## src/rtl/i2cbe_pkg.sv

```systemverilog
package i2cbe_pkg;

  typedef enum logic [1:0] {
    OP_IDLE = 2'd0,
    OP_TX   = 2'd1,
    OP_RX   = 2'd2,
    OP_ACK  = 2'd3
  } op_e;

  // Index of the last SCL clock of an operation (clocks count from 0).
  function automatic int unsigned final_bit(op_e op, int unsigned dw);
    case (op)
      OP_TX:   return dw;
      OP_RX:   return dw - 1;
      default: return 0;
    endcase
  endfunction

  // Whole-operation length in cycles, two half-periods per SCL clock.
  function automatic int unsigned op_cycles(op_e op, int unsigned dw, int unsigned reload);
    return 2 * (final_bit(op, dw) + 1) * (reload + 1);
  endfunction

endpackage

```

## src/rtl/i2cbe_brg.sv

```systemverilog
module i2cbe_brg #(
  parameter int CNT_W = 8
) (
  input  logic             clk,
  input  logic             rst_n,
  input  logic             run,
  input  logic [CNT_W-1:0] reload,
  output logic             tick
);
  logic [CNT_W-1:0] cnt_q;

  assign tick = run && (cnt_q == '0);

  always_ff @(posedge clk or negedge rst_n) begin
    if (!rst_n)             cnt_q <= '0;
    else if (!run || tick)  cnt_q <= reload;
    else                    cnt_q <= cnt_q - 1'b1;
  end
endmodule

```

## src/rtl/i2cbe_shift.sv

```systemverilog
module i2cbe_shift #(
  parameter int DW = 8
) (
  input  logic          clk,
  input  logic          rst_n,
  input  logic          load,
  input  logic [DW-1:0] load_val,
  input  logic          shift,
  input  logic          shift_in,
  output logic [DW-1:0] value,
  output logic          msb
);
  assign msb = value[DW-1];

  always_ff @(posedge clk or negedge rst_n) begin
    if (!rst_n)      value <= '0;
    else if (load)   value <= load_val;
    else if (shift)  value <= {value[DW-2:0], shift_in};
  end
endmodule

```

## src/rtl/i2c_byte_engine.sv

```systemverilog
module i2c_byte_engine
  import i2cbe_pkg::*;
#(
  parameter int BRG_W  = 8,
  parameter int DATA_W = 8
) (
  input  logic              clk,
  input  logic              rst_n,
  input  logic [BRG_W-1:0]  brg_reload,
  input  logic              buf_wr,
  input  logic [DATA_W-1:0] buf_wdata,
  input  logic              buf_rd,
  input  logic              rx_start,
  input  logic              ack_start,
  input  logic              ack_value,
  input  logic              wcol_clr,
  input  logic              ovf_clr,
  input  logic              sda_in,
  output logic              scl_oe,
  output logic              sda_oe,
  output logic [DATA_W-1:0] buf_rdata,
  output logic              buf_full,
  output logic              wcol,
  output logic              ack_nack,
  output logic              rx_ovf,
  output logic              irq,
  output logic              busy,
  output logic              rx_en
);
  localparam int IDX_W = $clog2(DATA_W + 1);

  op_e               op_q;
  logic              hi_q;
  logic [IDX_W-1:0]  idx_q;
  logic              scl_hold_q, ack_bit_q;
  logic [DATA_W-1:0] buf_q;
  logic              bf_q, wcol_q, nack_q, ovf_q, irq_q;

  // Named internal events.
  logic brg_tick, accept_tx, accept_rx, accept_ack;
  logic rise_evt, fall_evt, last_bit, byte_done, tx_bf_clr, rx_done;
  logic sh_shift, sh_in, sh_msb;
  logic [DATA_W-1:0] sh_val;

  assign busy       = (op_q != OP_IDLE);
  assign accept_tx  = buf_wr && !busy;
  assign accept_rx  = rx_start && !busy && !buf_wr;
  assign accept_ack = ack_start && !busy && !buf_wr && !rx_start;
  assign rise_evt   = busy && !hi_q && brg_tick;
  assign fall_evt   = busy && hi_q && brg_tick;
  assign last_bit   = (idx_q == IDX_W'(final_bit(op_q, DATA_W)));
  assign byte_done  = fall_evt && last_bit;
  assign tx_bf_clr  = fall_evt && (op_q == OP_TX) && (idx_q == IDX_W'(DATA_W - 1));
  assign rx_done    = byte_done && (op_q == OP_RX);

  assign sh_shift = ((op_q == OP_TX) && fall_evt) || ((op_q == OP_RX) && rise_evt);
  assign sh_in    = (op_q == OP_RX) ? sda_in : 1'b0;

  i2cbe_brg #(.CNT_W(BRG_W)) u_brg (
    .clk(clk), .rst_n(rst_n), .run(busy), .reload(brg_reload), .tick(brg_tick)
  );

  i2cbe_shift #(.DW(DATA_W)) u_shift (
    .clk(clk), .rst_n(rst_n), .load(accept_tx), .load_val(buf_wdata),
    .shift(sh_shift), .shift_in(sh_in), .value(sh_val), .msb(sh_msb)
  );

  // Line drive
  always_comb begin
    scl_oe = busy ? !hi_q : scl_hold_q;
    case (op_q)
      OP_TX:   sda_oe = (idx_q < IDX_W'(DATA_W)) ? !sh_msb : 1'b0;
      OP_ACK:  sda_oe = !ack_bit_q;
      default: sda_oe = 1'b0;
    endcase
  end

  // Sequencer
  always_ff @(posedge clk or negedge rst_n) begin
    if (!rst_n) begin
      op_q       <= OP_IDLE;
      hi_q       <= 1'b0;
      idx_q      <= '0;
      scl_hold_q <= 1'b0;
      ack_bit_q  <= 1'b1;
    end else if (!busy) begin
      hi_q  <= 1'b0;
      idx_q <= '0;
      if (accept_tx)       op_q <= OP_TX;
      else if (accept_rx)  op_q <= OP_RX;
      else if (accept_ack) begin
        op_q      <= OP_ACK;
        ack_bit_q <= ack_value;
      end
    end else if (rise_evt) begin
      hi_q <= 1'b1;
    end else if (fall_evt) begin
      hi_q <= 1'b0;
      if (last_bit) begin
        op_q       <= OP_IDLE;
        scl_hold_q <= 1'b1;
      end else begin
        idx_q <= idx_q + 1'b1;
      end
    end
  end

  // Buffer and status flags
  always_ff @(posedge clk or negedge rst_n) begin
    if (!rst_n) begin
      buf_q  <= '0;
      bf_q   <= 1'b0;
      wcol_q <= 1'b0;
      nack_q <= 1'b0;
      ovf_q  <= 1'b0;
      irq_q  <= 1'b0;
    end else begin
      irq_q <= byte_done;

      if (accept_tx)                buf_q <= buf_wdata;
      else if (rx_done && !bf_q)    buf_q <= sh_val;

      if (accept_tx || rx_done)     bf_q <= 1'b1;
      else if (tx_bf_clr)           bf_q <= 1'b0;
      else if (buf_rd && !busy)     bf_q <= 1'b0;

      if (buf_wr && busy)           wcol_q <= 1'b1;
      else if (wcol_clr)            wcol_q <= 1'b0;

      if (rx_done && bf_q)          ovf_q <= 1'b1;
      else if (ovf_clr)             ovf_q <= 1'b0;

      if (byte_done && (op_q == OP_TX)) nack_q <= sda_in;
    end
  end

  assign buf_rdata = buf_q;
  assign buf_full  = bf_q;
  assign wcol      = wcol_q;
  assign ack_nack  = nack_q;
  assign rx_ovf    = ovf_q;
  assign irq       = irq_q;
  assign rx_en     = (op_q == OP_RX);
endmodule

```

## config.mk

```make
export PLATFORM = sky130hd
export DESIGN_NAME = i2c_byte_engine
export DESIGN_NICKNAME = d
export VERILOG_FILES = /design/src/rtl/i2cbe_pkg.sv /design/src/rtl/i2cbe_brg.sv /design/src/rtl/i2cbe_shift.sv /design/src/rtl/i2c_byte_engine.sv
export SDC_FILE = /design/constraint.sdc
export NUM_CORES = 1
export LEC_CHECK = 0
export ABC_CLOCK_PERIOD_IN_PS = 5500
export CAP_MARGIN = 20
export CELL_PAD_IN_SITES_DETAIL_PLACEMENT = 1
export CELL_PAD_IN_SITES_GLOBAL_PLACEMENT = 1
export CORE_MARGIN = 8
export CORE_UTILIZATION = 42
export CTS_CLUSTER_DIAMETER = 100
export DETAILED_ROUTE_END_ITERATION = 12
export PLACE_DENSITY = 0.91
export SYNTH_ARGS = -nofsm -noshare
export SYNTH_HDL_FRONTEND = slang
export SYNTH_HIERARCHICAL = 1
export SYNTH_SLANG_ARGS = --single-unit
```

## constraint.sdc

```tcl
create_clock -name clk -period 5.5 [get_ports clk]
set_input_delay 1.1 -clock clk [delete_from_list [all_inputs] [get_ports clk]]
set_output_delay 1.1 -clock clk [all_outputs]
set_load 0.01 [all_outputs]
```

# After elaboration in Yosys (flattened, before gate mapping)
# Index checks and enable logic that the tools add are counted.
# Widths: inputs -> output; s select.
dict set report totals {
  ff_bits 38
  inputBits 26
  output_inout_bits 17
  elab_cells 104
}
dict set report classes {
  addsub 2
  n_lt_le_gt_ge 1
  eq_ne 10
  muxes 31
  n_bitwise 4
  n_reduce_logical 43
}
# cell n
set ops {}
lappend ops {{$mux 8} 5}
lappend ops {{$logic_and 1x1->1} 21}
lappend ops {{$mux 4} 4}
lappend ops {{$mux 2} 7}
lappend ops {{$mux 1} 13}
lappend ops {{$reduce_and 4->1} 3}
lappend ops {{$reduce_bool 2->1} 5}
lappend ops {{$logic_not 8->1} 1}
lappend ops {{$pmux 4 s2} 1}
lappend ops {{$sub 8x1->8 const B} 1}
lappend ops {{$logic_not 1->1} 7}
lappend ops {{$add 4x1->4 const B} 1}
lappend ops {{$eq 2x2->1 const B} 2}
lappend ops {{$eq 4x3->1 const B} 1}
lappend ops {{$eq 4x4->1} 1}
lappend ops {{$lt 4x4->1 const B} 1}
lappend ops {{$ne 2x1->1 const B} 2}
lappend ops {{$ne 2x2->1 const B} 2}
lappend ops {{$not 1->1} 4}
lappend ops {{$reduce_bool 4->1} 1}
lappend ops {{$logic_or 1x1->1} 3}
lappend ops {{$ne 3x1->1 const B} 1}
lappend ops {{$reduce_and 3->1} 1}
lappend ops {{$reduce_bool 3->1} 1}
lappend ops {{other kinds (2)} 2}

# Depth between registers and ports, before layout
# Gate-level depths: netlist of run 1.
dict set report depth {
  word_depth 9
  depth_mapped 9
  ltp_nobuf 8
}

# Hierarchy
# Netlist of run 1, hierarchy kept.
# module instances cells_per_inst area_each_um2 seq_area_each_um2
set modules_own_cells {}
lappend modules_own_cells {i2c_byte_engine 1 114 1178.6 551.8}
lappend modules_own_cells {i2cbe_brg 1 49 508.0 200.2}
lappend modules_own_cells {i2cbe_shift 1 35 380.4 200.2}

# Least setup slack after synthesis of run 1
# OpenSTA, ideal clock, no wires.
dict set report synth_timing {
  path_kind {register to register}
  from {reg u_brg.cnt_q[0]}
  to {reg buf_q[0] (netlist: buf_rdata[0])}
  setup_ns 0.065
  arrival_time_ns 2.460
  t_required_ns 5.435
  slack_ns 2.975
  stages_incl_launch_ff 9
  path_buffers 0
  period_less_slack_ns 2.525
  path_cell_list {dfrtp_1 -> inv_1 -> ha_1 -> or3b_2 -> nor3_1 -> nand3b_1 -> nor4_2 -> a21o_1 -> o221a_2}
}
dict set report synth_between {
  elab_chain_cells 7
}
# item line
set synth_lines {}
lappend synth_lines {{from (decl)} i2cbe_brg.sv:10} ;# logic [CNT_W-1:0] cnt_q;
lappend synth_lines {{from (signal assigned)} i2cbe_brg.sv:16} ;# else if (!run || tick) cnt_q <= reload;
lappend synth_lines {{from (signal assigned)} i2cbe_brg.sv:17} ;# else cnt_q <= cnt_q - 1'b1;
lappend synth_lines {{$logic_not 8->1} i2cbe_brg.sv:12} ;# assign tick = run && (cnt_q == '0);
lappend synth_lines {{$logic_and 1x1->1} i2cbe_brg.sv:12}
lappend synth_lines {{named net brg_tick} i2c_byte_engine.sv:40} ;# logic brg_tick, accept_tx, accept_rx, accept_ack;
lappend synth_lines {{$logic_and 1x1->1} i2c_byte_engine.sv:50} ;# assign fall_evt = busy && hi_q && brg_tick;
lappend synth_lines {{$logic_and 1x1->1} i2c_byte_engine.sv:52} ;# assign byte_done = fall_evt && last_bit;
lappend synth_lines {{$logic_and 1x1->1} i2c_byte_engine.sv:54} ;# assign rx_done = byte_done && (op_q == OP_RX);
lappend synth_lines {{$logic_and 1x1->1} i2c_byte_engine.sv:121} ;# else if (rx_done && !bf_q) buf_q <= sh_val;
lappend synth_lines {{$reduce_bool 2->1 (no source line)} --}
lappend synth_lines {{to (signal assigned)} i2c_byte_engine.sv:120} ;# if (accept_tx) buf_q <= buf_wdata;
lappend synth_lines {{to (signal assigned)} i2c_byte_engine.sv:121}
lappend synth_lines {{to (decl)} i2c_byte_engine.sv:36} ;# logic [DATA_W-1:0] buf_q;
# The timed path passes the listed nets, and every way through them passes these cells.
# A chain may end at the register's enable or synchronous reset.

# Worst setup path in the final report of run 1
dict set report layout_timing {
  from {reg op_q[1]}
  to {out scl_oe}
}
dict set report layout_between {
  elab_chain_cells 2
}
# item line
set layout_lines {}
lappend layout_lines {{from (decl)} i2c_byte_engine.sv:32} ;# op_e op_q;
lappend layout_lines {{from (signal assigned)} i2c_byte_engine.sv:81} ;# op_q <= OP_IDLE;
lappend layout_lines {{from (signal assigned)} i2c_byte_engine.sv:89} ;# if (accept_tx) op_q <= OP_TX;
lappend layout_lines {{from (signal assigned)} i2c_byte_engine.sv:90} ;# else if (accept_rx) op_q <= OP_RX;
lappend layout_lines {{$reduce_bool 2->1} i2c_byte_engine.sv:45} ;# assign busy = (op_q != OP_IDLE);
lappend layout_lines {{$mux 1} i2c_byte_engine.sv:70} ;# scl_oe = busy ? !hi_q : scl_hold_q;
lappend layout_lines {{to (decl)} i2c_byte_engine.sv:19} ;# output logic scl_oe,
# Every way passes these cells.

==> results of run 1 <==
synth_stat cells (all sizes together):
| cell | number |
|---|---|
| nor2b | 2 |
| dfrtp | 37 |
| nor4 | 2 |
| inv | 16 |
| o211a | 2 |
| xnor2 | 2 |
| or2b | 4 |
| or3b | 1 |
| and3 | 2 |
| nand3 | 2 |
| nor4b | 3 |
| o21ai | 18 |
| xor2 | 3 |
| or4 | 2 |
| o41ai | 1 |
| and2 | 3 |
| a221oi | 1 |
| a21oi | 5 |
| ha | 3 |
| o31ai | 2 |
| o221a | 8 |
| a32o | 1 |
| a22oi | 4 |
| buf | 5 |
| dfstp | 1 |
| mux2 | 6 |
| o21a | 1 |
| and4 | 1 |
| o211ai | 1 |
| nand2 | 15 |
| o311ai | 1 |
| nand2b | 7 |
| nand3b | 1 |
| nor3b | 2 |
| nor3 | 8 |
| nand4 | 2 |
| nor2 | 8 |
| o2111ai | 1 |
| a21o | 2 |
| mux2i | 12 |
sequential cells by signal (all words and copies together), names as in the netlist:
signal and count:
ack_bit_q 1, rx_ovf 1, hi_q 1, scl_hold_q 1
ack_nack 1, buf_full 1, irq 1, u_brg/cnt_q 8
buf_rdata 8, u_shift/value 8, op_q 2, wcol 1
idx_q 4
critical path, cell delays in order (launching register included):
cell and delay, ns:
dfrtp_1 0.50, nor2_2 0.41, inv_1 0.31, a21oi_1 0.25, clkdlybuf4s50_1 0.57
cells by family (layout without fill, tap and decap cells):
group | Yosys count | in the layout | share of synthesized area, %
AOI/OAI and AO/OA | 48 | 48 | 17.3
xor gates and xnor gates | 5 | 5 | 2.12
adders and majority gates | 3 | 3 | 1.82
buffers and inverters | 21 | 66 | 5.27
DFF | 38 | 38 | 46.1
muxes | 18 | 18 | 9.08
and+or+nand+nor | 65 | 65 | 18.4
power groups by stage:
stage | Clock (µW) | Combinational (µW) | Sequential, µW
2_1_floorplan | 0 | 9.47 | 287
3_3_place_gp | 0 | 37.5 | 288
3_5_place_dp | 0 | 38.2 | 288
4_1_cts | 228 | 38.4 | 282
5_1_grt | 237 | 41.7 | 282
6_report | 225 | 37.7 | 282
area by class of cell:
type	instances	area (µm²)	share of cell area, %
Timing Repair Buffer	42	415	15.8
Sequential cell	38	952	36.2
Multi-Input combinational cell	139	1010	38.3
Inverter	16	60.1	2.29
Clock buffer	8	110	4.19
Tap cell	67	83.8	3.19
routing by layer:
layer / vias up / wire, µm
met1: 860 / 2360
met3: 4 / 239
met4: 0 / 38
met5: - / 0
li1: 810 / -
met2: 38 / 2670
path summary, 6_finish.rpt:
| kind | depth (start not counted) | slack (ns) | startpoint | endpoint |
|---|---|---|---|---|
| setup / recovery | 4 | 2.09 | op_q[1] | scl_oe |
| hold / removal | 1 | 0.49 | scl_hold_q | scl_hold_q |
| setup reg to reg | 8 | 2.37 | op_q[1] | buf_rdata[1] |
| hold reg to reg | 1 | 0.49 | scl_hold_q | scl_hold_q |
| max in group asynchronous | 1 | 4.05 | rst_n | u_shift/value[6] |
| min in group asynchronous | 1 | 0.92 | rst_n | buf_rdata[4] |
stage by stage:
step	utilization [%]	instance area [µm²]	hold WS, ns	total power [µW]
2_1_floorplan	-	2070	0.435	296
3_3_place_gp	53.3	2520	0.453	325
3_5_place_dp	53.3	2520	0.478	326
4_1_cts	55.6	2630	0.501	549
5_1_grt	55.6	2630	0.514	561
6_report	55.6	2630	0.495	545
==> summary.md, run 1 <==
| Metric | Value |
|---|---|
| CTS Hold Bufs | `0` |
| Final hold violations | `0` |
| Psw | `116 µW` |
| Root Buffer | `clkbuf_8` |
| All-Layer GR Usage | `approximately 15%` |
| Area growth syn-to-layout | `27.1%` |
| Rel. slew slack | `about 43%` |
| Die height | `~86 µm` |
| Critical path fanouts, max | `12` |
| Commonest non-fill, non-tap cells in the layout | `41 x clkdlybuf4s50_1, 37 x dfrtp_1, 15 x nand2_1, 15 x inv_1, 12 x mux2i_1` |
| Slew of the pin with the lowest slew margin | `0.855 ns` |
| Yosys cell types | `48` |
| Initial antenna violation count | `0` |
| Setup TNS | `0 ns` |
| Placed cells | `~300` |
| M2 GR Usage | `a little over a quarter` |
| Post-cts sizing count | `0` |
| Post-synthesis instance total | `roughly 200` |
| Most common cell after layout, fill and taps aside | `clkdlybuf4s50_1` |
| Synth area leaders | `dfrtp_1 45%, mux2i_1 5.8%, o221a_2 4.4%, mux2_2 3.3%, inv_1 2.7%` |
| Die area | `around 0.0074 mm²` |
| Number of clock sinks | `38` |
| Post-synth top area cell | `dfrtp_1` |
| Leak Pwr | `about 0.0011 µW` |
| WL per Instance | `about 17 µm` |
| Hold/Removal Path Class | `reg -> reg` |
| CTS Buffer Depth | `2` |
| Global-route wire length before repair | `9.10 mm` |
| HPWL Detailed | `about 4.1 mm` |
| Flop pwr share | `51.8%` |
| Busiest layer in global routing | `met2` |
| Grt ovf | `0` |
| Largest net degree at the start of global routing | `39` |
| Cts bufs inserted | `5` |
| Max VDD drop | `about 0.091 mV` |
| H-tree depth | `2` |
| Setup violators final | `0` |
| Ratio of cells with drive above 1 in the final layout | `12.8%` |
| Final period utilization | `62.1%` |
| Post-synth top area share | `between 40 and 50%` |
| Pint | `about 430 µW` |
| Status | `completed` |
| Top Ports | `43` |
| FP Rows | `25` |
| Yosys warnings | `6` |
| Core Box Area | `0.00472 mm²` |
| Syn_nets | `~230` |
| 1st-iter DRT viols | `85` |
| Sw frac | `around a fifth` |
| Fmax | `293 MHz` |
| Gpl congestion | `about 0.9` |
| Number of global-route vias before repair | `1803` |
| Final slew viol count | `0` |
| Crit path capture type | `output port` |
| Place WS | `between 2 and 2.5 ns` |
| PD cells | `slightly above 200 mW/mm²` |
| Critical Path Start Type | `flip-flop` |
| Cell Area, Synth | `0.00207 mm²` |
| Post-Route WL | `5.30 mm` |
| Port Buffers | `42` |
| Post-route worst setup slack | `about 2.1 ns` |
| WP data required | `about 4.4 ns` |
| Finished Layout Cells | `between 300 and 400` |
| Comb pwr share | `6.9%` |
| Met3 Usage GRT | `under 10%` |
| Overall die width | `roughly 86 µm` |
| Drt drc | `0` |
| Clock Skew | `0.00520 ns` |
| ANT nets after route | `0` |
| Min Tclk post-route | `3.41 ns` |
| Post-DR vias/cell | `5.52` |
| Fillers | `between 500 and 600` |
| CTS tree | `done` |
| Clock power share | `approximately 41%` |
| DR pass1 iterations | `4` |
| Final net count | `roughly 270` |
| Mapped Avg Cell Area | `10.4 µm²` |
| Post-synthesis sequential area ratio | `46.1%` |
| Clock transition at path regs | `~0.080 ns` |
| Max-Cap Viols | `0` |
| Ant diodes | `0` |
| Critical path class | `reg -> out` |
| Met1 usage | `18.3%` |
| Unrepaired setup endpoints after global routing | `false` |
| Via count | `roughly 1700` |
| Buffer count from post-CTS setup fixing | `0` |
| Initial core utilization | `a little over two fifths` |
| WP data arrival | `~2.3 ns` |
| Synth Register Bits | `38` |
| Worst-skew pair later-pin latency | `slightly below 0.3 ns` |
No activity file was read; power rests on OpenSTA's default activity.
==> inputs of run 2 (changes only) <==
--- a/config.mk
+++ b/config.mk
@@ -5,15 +5,15 @@
 export SDC_FILE = /design/constraint.sdc
 export NUM_CORES = 1
 export LEC_CHECK = 0
-export ABC_CLOCK_PERIOD_IN_PS = 5500
+export ABC_CLOCK_PERIOD_IN_PS = 2800
 export CAP_MARGIN = 20
 export CELL_PAD_IN_SITES_DETAIL_PLACEMENT = 1
 export CELL_PAD_IN_SITES_GLOBAL_PLACEMENT = 1
 export CORE_MARGIN = 8
-export CORE_UTILIZATION = 42
+export CORE_UTILIZATION = 35
 export CTS_CLUSTER_DIAMETER = 100
 export DETAILED_ROUTE_END_ITERATION = 12
-export PLACE_DENSITY = 0.91
+export PLACE_DENSITY = 0.82
 export SYNTH_ARGS = -nofsm -noshare
 export SYNTH_HDL_FRONTEND = slang
 export SYNTH_HIERARCHICAL = 1
==> constraint.sdc (replaced) <==
create_clock -name clk -period 2.8 [get_ports clk]
set_input_delay 0.56 -clock clk [delete_from_list [all_inputs] [get_ports clk]]
set_output_delay 0.56 -clock clk [all_outputs]
set_load 0.01 [all_outputs]
==> summary.md, run 2 (synthesized netlist as in run 1, its figures left out) <==
| Metric | Value |
|---|---|
| Status | `completed` |
| Met1 WL | `between 2 and 2.5 mm` |
| Buffer count from post-CTS setup fixing | `0` |
| Critical path's top delay family | `simple AND/OR/NAND/NOR gates` |
| Global-route wire length before repair | `9.35 mm` |
| FP Rows | `28` |
| Slew of the pin with the lowest slew margin | `around 0.86 ns` |
| CTS Hold Bufs | `0` |
| Most common cell after layout, fill and taps aside | `clkdlybuf4s50_1` |
| Area growth syn-to-layout | `28.5%` |
| Number of clock sinks | `38` |
| Critical path fanouts, max | `7` |
| Overall die width | `92.9 µm` |
| Total Power | `slightly above 1000 µW` |
| Final slew viol count | `0` |
| Fillers | `just under 700` |
| Post-cts sizing count | `0` |
| H-tree depth | `2` |
| HPWL Detailed | `4.09 mm` |
| Max-Cap Viols | `0` |
| Crit path buf inv count | `2` |
| WP data arrival | `~2.8 ns` |
| DR pass1 iterations | `4` |
| Ratio of cells with drive above 1 in the final layout | `13.7%` |
| Grt ovf | `0` |
| Cts bufs inserted | `5` |
| Min Tclk post-route | `around 2.6 ns` |
| Comb pwr share | `7.3%` |
| Fmax | `~390 MHz` |
| Post-place instance area | `about 0.0026 mm²` |
| Core Box Area | `0.00582 mm²` |
| Largest net degree at the start of global routing | `39` |
| Critical path class | `reg -> reg` |
| Area of the multi-input gates | `0.00101 mm²` |
| Final net count | `276` |
| Final period utilization | `91.8%` |
| WP data required | `about 3.0 ns` |
| Crit-path max cell delay | `approximately 0.50 ns` |
| Worst hold slack | `0.380 ns` |
| Crit path capture type | `flip-flop` |
| Root Buffer | `clkbuf_8` |
| Leak Pwr | `roughly 0.0011 µW` |
| Flop pwr share | `a little over half` |
| Placed cells | `approximately 320` |
| Worst-skew pair later-pin latency | `between 0.2 and 0.3 ns` |
| Unrepaired setup endpoints after global routing | `false` |
| Finished Layout Cells | `about 320` |
| Critical Path Slowest Stage Cell | `or3b_2` |
| Register Area | `952 µm²` |
| Commonest non-fill, non-tap cells in the layout | `41 x clkdlybuf4s50_1, 37 x dfrtp_1, 15 x nand2_1, 15 x inv_1, 12 x mux2i_1` |
| Critical-path cell list | `inv_1 -> ha_1 -> or3b_2 -> nor3_1 -> nand3b_1 -> nor4_2 -> buf_4 -> or2b_1 -> o221a_2` |
| Final hold violations | `0` |
| Via count | `roughly 1700` |
| Critical Path Start Type | `flip-flop` |
| CTS Buffer Depth | `2` |
| Setup violators final | `0` |
| Met2 routed WL | `about 2.6 mm` |
| Gpl congestion | `about 0.81` |
| Initial antenna violation count | `0` |
| Highest routed metal layer | `met4` |
| Rel. slew slack | `42.5%` |
| Setup TNS | `0 ns` |
| Pint | `795 µW` |
| PD cells | `~380 mW/mm²` |
| Sw frac | `between 20% and 30%` |
| Hold/Removal Path Class | `in -> async` |
| Port Buffers | `42` |
| Ant diodes | `0` |
| Max VDD drop | `roughly 0.16 mV` |
| ANT nets after route | `0` |
| Clock power share | `around two fifths` |
| CTS tree | `done` |
| Post-Route WL | `about 5.4 mm` |
| Clock Skew | `roughly 0.0038 ns` |
| Clock transition at path regs | `0.07 ns` |
| Number of global-route vias before repair | `between 1500 and 2000` |
| Initial core utilization | `approximately 36%` |
| Post-DR vias/cell | `roughly 5.3` |
| Finished Cell Area | `~0.0027 mm²` |
| Psw | `about 220 µW` |
| Die height | `just over 90 µm` |
| Drt drc | `0` |
| Die area | `approximately 0.0086 mm²` |
| All-Layer GR Usage | `13.4%` |
| Top Ports | `43` |
| Metal3 WL | `roughly 260 µm` |
| WL per Instance | `roughly 17 µm` |
| 1st-iter DRT viols | `75` |
## run 2: changes by cell type in the layout (fill, tap and decap cells not counted), sizes merged
cell | before | now
buf | 1 | 6
## run 2: metal layers
metal | global-route usage, % | vias to the layer above
met5 | 0 | -
met4 | 6.04 | 0
met3 | 3.40 | 11
met2 | 22.0 | 43
met1 | 16.1 | 838
li1 | - | 813
## run 2: metrics by stage
| stage | setup WS (ns) | utilization (%) |
|---|---|---|
| after floorplan | 0.275 | - |
| after global placement | 0.382 | 44.1 |
| after detailed placement | 0.261 | 44.1 |
| after CTS | 0.214 | 45.7 |
| after global routing | 0.0452 | 45.7 |
| final | 0.230 | 45.7 |
## run 2: final timing paths
path                       slack (ns)            to  cells past startpoint      startpoint
max                              0.23  buf_rdata[1]                      9  u_brg/cnt_q[0]
max in group asynchronous        1.88       op_q[0]                      1           rst_n
min                              0.38  buf_rdata[5]                      1           rst_n
max reg2reg                      0.23  buf_rdata[1]                      9  u_brg/cnt_q[0]
min in group clk                 0.48    scl_hold_q                      1      scl_hold_q
min reg2reg                      0.48    scl_hold_q                      1      scl_hold_q
## run 2: power groups by stage
stage	clock [µW]	combinational [µW]	sequential, µW
3_5_place_dp	0	75.3	565
3_3_place_gp	0	74.6	565
6_report	390	73.9	555
2_1_floorplan	0	18.6	563
4_1_cts	404	75.7	554
5_1_grt	423	81.1	555
## run 2: cell type report
cell class / instances / area share [%]
flip-flops and latches: 38 / 35.9
well taps: 75 / 3.53
clock buffers: 8 / 3.39
multi-input cells: 139 / 37.9
repair buffers: 47 / 17.1
inverters: 16 / 2.26
==> inputs of run 3 (changes only) <==
--- a/config.mk
+++ b/config.mk
@@ -5,7 +5,6 @@
 export SDC_FILE = /design/constraint.sdc
 export NUM_CORES = 1
 export LEC_CHECK = 0
-export ABC_CLOCK_PERIOD_IN_PS = 2800
 export CAP_MARGIN = 20
 export CELL_PAD_IN_SITES_DETAIL_PLACEMENT = 1
 export CELL_PAD_IN_SITES_GLOBAL_PLACEMENT = 1
==> results of run 3 <==
No change in the layout: final DEF, timing and power equal those of run 2.
